===== config.mk =====
export PLATFORM = sky130hd
export DESIGN_NAME = alu_nzcv
export DESIGN_NICKNAME = d
export VERILOG_FILES = /design/src/rtl/alu_nzcv.sv
export SDC_FILE = /design/constraint.sdc
export NUM_CORES = 1
export LEC_CHECK = 0
export BUFFER_PORTS_ARGS = -buffer_cell sky130_fd_sc_hd__buf_2
export CORE_UTILIZATION = 37
export DETAILED_ROUTE_END_ITERATION = 10
export GPL_ROUTABILITY_DRIVEN = 1
export PLACE_DENSITY = 0.6
export SYNTH_ARGS = -nofsm -noshare
export SYNTH_HDL_FRONTEND = slang
export SYNTH_SLANG_ARGS = --single-unit

===== constraint.sdc =====
create_clock -name vclk -period 5
set_input_delay 0.25 -clock vclk [all_inputs]
set_output_delay 0.25 -clock vclk [all_outputs]
set_load 0.02 [all_outputs]

===== src/rtl/alu_nzcv.sv =====
module alu_nzcv #(
  parameter int WIDTH = 32
) (
  input  logic [WIDTH-1:0] op_a,
  input  logic [WIDTH-1:0] op_b,
  input  logic [3:0]       cmd,
  input  logic             carry_in,
  input  logic             ovf_in,
  output logic [WIDTH-1:0] result,
  output logic             flag_n,
  output logic             flag_z,
  output logic             flag_c,
  output logic             flag_v
);
  localparam int MSB = WIDTH - 1;

  localparam logic [3:0] CMD_MOV = 4'b0001;
  localparam logic [3:0] CMD_MVN = 4'b1001;
  localparam logic [3:0] CMD_ADD = 4'b0010;
  localparam logic [3:0] CMD_ADC = 4'b0011;
  localparam logic [3:0] CMD_SUB = 4'b0100;
  localparam logic [3:0] CMD_SBC = 4'b0101;
  localparam logic [3:0] CMD_AND = 4'b0110;
  localparam logic [3:0] CMD_ORR = 4'b0111;
  localparam logic [3:0] CMD_EOR = 4'b1000;

  logic             is_sub;
  logic             is_arith;
  logic             use_cin;
  logic [WIDTH-1:0] add_b;
  logic             add_ci;
  logic [WIDTH:0]   sum;
  logic             add_v;

  assign is_sub   = (cmd == CMD_SUB) || (cmd == CMD_SBC);
  assign is_arith = is_sub || (cmd == CMD_ADD) || (cmd == CMD_ADC);
  assign use_cin  = (cmd == CMD_ADC) || (cmd == CMD_SBC);

  // subtraction: a + ~b + 1, and the borrowing form a + ~b + c
  assign add_b  = is_sub ? ~op_b : op_b;
  assign add_ci = use_cin ? carry_in : is_sub;
  assign sum    = {1'b0, op_a} + {1'b0, add_b} + {{WIDTH{1'b0}}, add_ci};
  assign add_v  = (op_a[MSB] == add_b[MSB]) && (sum[MSB] != op_a[MSB]);

  always_comb begin
    unique case (cmd)
      CMD_MOV: result = op_b;
      CMD_MVN: result = ~op_b;
      CMD_ADD,
      CMD_ADC,
      CMD_SUB,
      CMD_SBC: result = sum[MSB:0];
      CMD_AND: result = op_a & op_b;
      CMD_ORR: result = op_a | op_b;
      CMD_EOR: result = op_a ^ op_b;
      default: result = '0;
    endcase
  end

  assign flag_n = result[MSB];
  assign flag_z = ~|result;
  assign flag_c = is_arith ? sum[WIDTH] : carry_in;
  assign flag_v = is_arith ? add_v : ovf_in;
endmodule



==> results_dict.tcl <==
set metrics [dict create \
    rows 41 \
    drtPass1Iterations 5 \
    max_stage_delay_ns 0.41 \
    endpoint_kind "primary output" \
    yosysWarningCount 0 \
    critPathBufInv 4 \
    max_slew.worst_pin.slew_ns 0.9584 \
    flops_and_latches 0 \
    drt_iter0_drc 443 \
    worstPathMaxFanout 17 \
    pwr_density_cell_nw_per_um2 143.4 \
    grt-ovfl-total 0 \
    nNetsFinal 936 \
    initial_utilization_pct 38.01 \
    status "finished clean" \
    crit_path_cell_trace "buf_2 -> nor3b_2 -> buf_4 -> xnor2_1 -> inv_1 -> fa_1 -> nand2b_1 -> a21oi_1 -> o21ai_1 -> o31ai_2 -> xnor2_1 -> a21oi_1 -> nand4bb_1 -> nor4_1 -> nand3_1 -> nor3_2 -> buf_2" \
    max_freq_ghz 0.2109 \
    io_pins 106 \
    path_depth 17 \
    wire_per_inst_um 18.61 \
    cp_data_arrival_time_ns 4.49 \
    vias 5570 \
    drive_gt1_share_pct 19.17 \
    die_w_um 115.9 \
    synth_cells 691 \
    layout_commonest_cell "buf_2" \
    antenna_found_initial 0 \
    timing.critical_path.from "cmd[2]" \
    fp.dieH_um 115.9 \
    synth_cell_type_count 71 \
    hold-path-endpoint "flag_v" \
    synth_area_um2 4797 \
    worstHoldStart "ovf_in" \
    syn_nets 858 \
    maxSlewViolCount 0 \
    register_area_um2 0 \
    setup_viol 0 \
    io_buffers 106 \
    hold_path.class "input pin to primary output" \
    slew_headroom_pct 35.98 \
    hold_viol 0 \
    drc 0 \
    final_cell_mix "106 x buf_2, 95 x ha_1, 81 x inv_1" \
    n_antenna_cell 0 \
    dpl.cell_count 939 \
    grt_pass1_vias 5483 \
    ys_seq_area_share_pct 0 \
    wl_mm 17.47 \
    post_cts_buffers 0 \
    clock_buffers 0 \
    postRouteAntennaNets 0 \
    layout_min_cycle_time_ns 4.742 \
    rsz0062_at_grt "no" \
    syn_avg_cell_area_um2 6.942 \
    dp_hpwl_mm 13.62 \
    tns_ns 0 \
    vdd_drop_max_mv 0.08568 \
    viasPerCell 5.932 \
    core_area_um2 12620 \
    crit_required_ns 4.75 \
    finalNonFillerCells 939 \
    critPathTopFamily "simple AND/OR/NAND/NOR gates" \
    grtUsageTotal_pct 26.15 \
    dieArea_um2 13420 \
    grt_start_max_net_pins 33 \
    globalplace.congestion 0.9185 \
    cpMaxStageDelayCell "fa_1" \
    power_uw 775.6 \
    crit_path_start_kind "input pin" \
    maxCapViolCount 0 \
    path_class "input pin to primary output" \
    grt_first_pass_wirelength_mm 27.82 \
    post-route-period-util_pct 94.84 \
    p_leak_uw 0.002620 \
    holdPathStages 4 \
    syn2layout_area_growth_pct 12.78 \
]
per-stage QoR:
step                setup WS, ns  area, um^2  hold WS (ns)  utilization, %
finish                    0.2581        5410        0.8188           42.87
global route             0.06960        5410        0.8656           42.87
CTS                       0.2079        5399        0.8225           42.78
detailed placement        0.2384        5399        0.8215           42.78
global placement          0.3512        5399        0.8181           42.78
floorplan                0.04004        4797        0.6795               -
worst max-delay path by stage:
stage | endpoint | slack (ns)
finish | flag_z | 0.26
global route | flag_z | 0.07
CTS | flag_z | 0.21
detailed placement | flag_z | 0.24
global placement | flag_z | 0.35
floorplan | flag_z | 0.04
worst min-delay path: stages:
cell and delay (ns):
buf_2 0.07, nand2_1 0.04, o31ai_1 0.05, buf_2 0.16
cell usage after synthesis (11+ instances only):
| library cell | count | share of area (%) |
|---|---|---|
| o21a_1 | 11 | 1.7 |
| inv_1 | 81 | 6.3 |
| xnor2_1 | 47 | 8.6 |
| nand2_1 | 47 | 3.7 |
| nor2_1 | 55 | 4.3 |
| buf_2 | 13 | 1.4 |
| a21oi_1 | 50 | 5.2 |
| clkbuf_1 | 14 | 1.1 |
| o21ai_0 | 36 | 3.8 |
| o22ai_1 | 25 | 3.3 |
| ha_1 | 95 | 25 |
| a221oi_1 | 21 | 3.8 |
timing repair:
item	in CTS	in global routing
endpoints found under the setup margin	0	1
gates resized for setup	0	2
hold buffers	0	0
final cells by class:
class	count	area, um^2
fill	1367	7209
multi-input combinational	566	4259
timing repair buffer	119	628.1
inverter	82	307.8
tap	172	215.2
where the power goes:
| part | total [uW] | internal (uW) | switching [uW] |
|---|---|---|---|
| combinational | 776 | 291 | 485 |
| sequential | 0 | 0 | 0 |
| clock | 0 | 0 | 0 |
| total | 776 | 291 | 485 |
kinds of logic after synthesis:
kind of cell    after synthesis  share of synthesized area (%)
compound gates              237                          33.86
xor+xnor                     57                          10.41
mux                           8                          1.748
fa+ha+maj                    97                          25.61
simple gates                167                          16.77
buf+inv                     125                          11.61
layer usage:
layer / share of wire [%] / wire, um / track usage, %
met1: 45 / 7800 / 34.17
met2: 45 / 7804 / 43.41
met3: 7.3 / 1280 / 4.393
met4: 3.4 / 588 / 8.718
met5: 0 / 0 / 0
No activity file was read; power rests on OpenSTA's default activity.
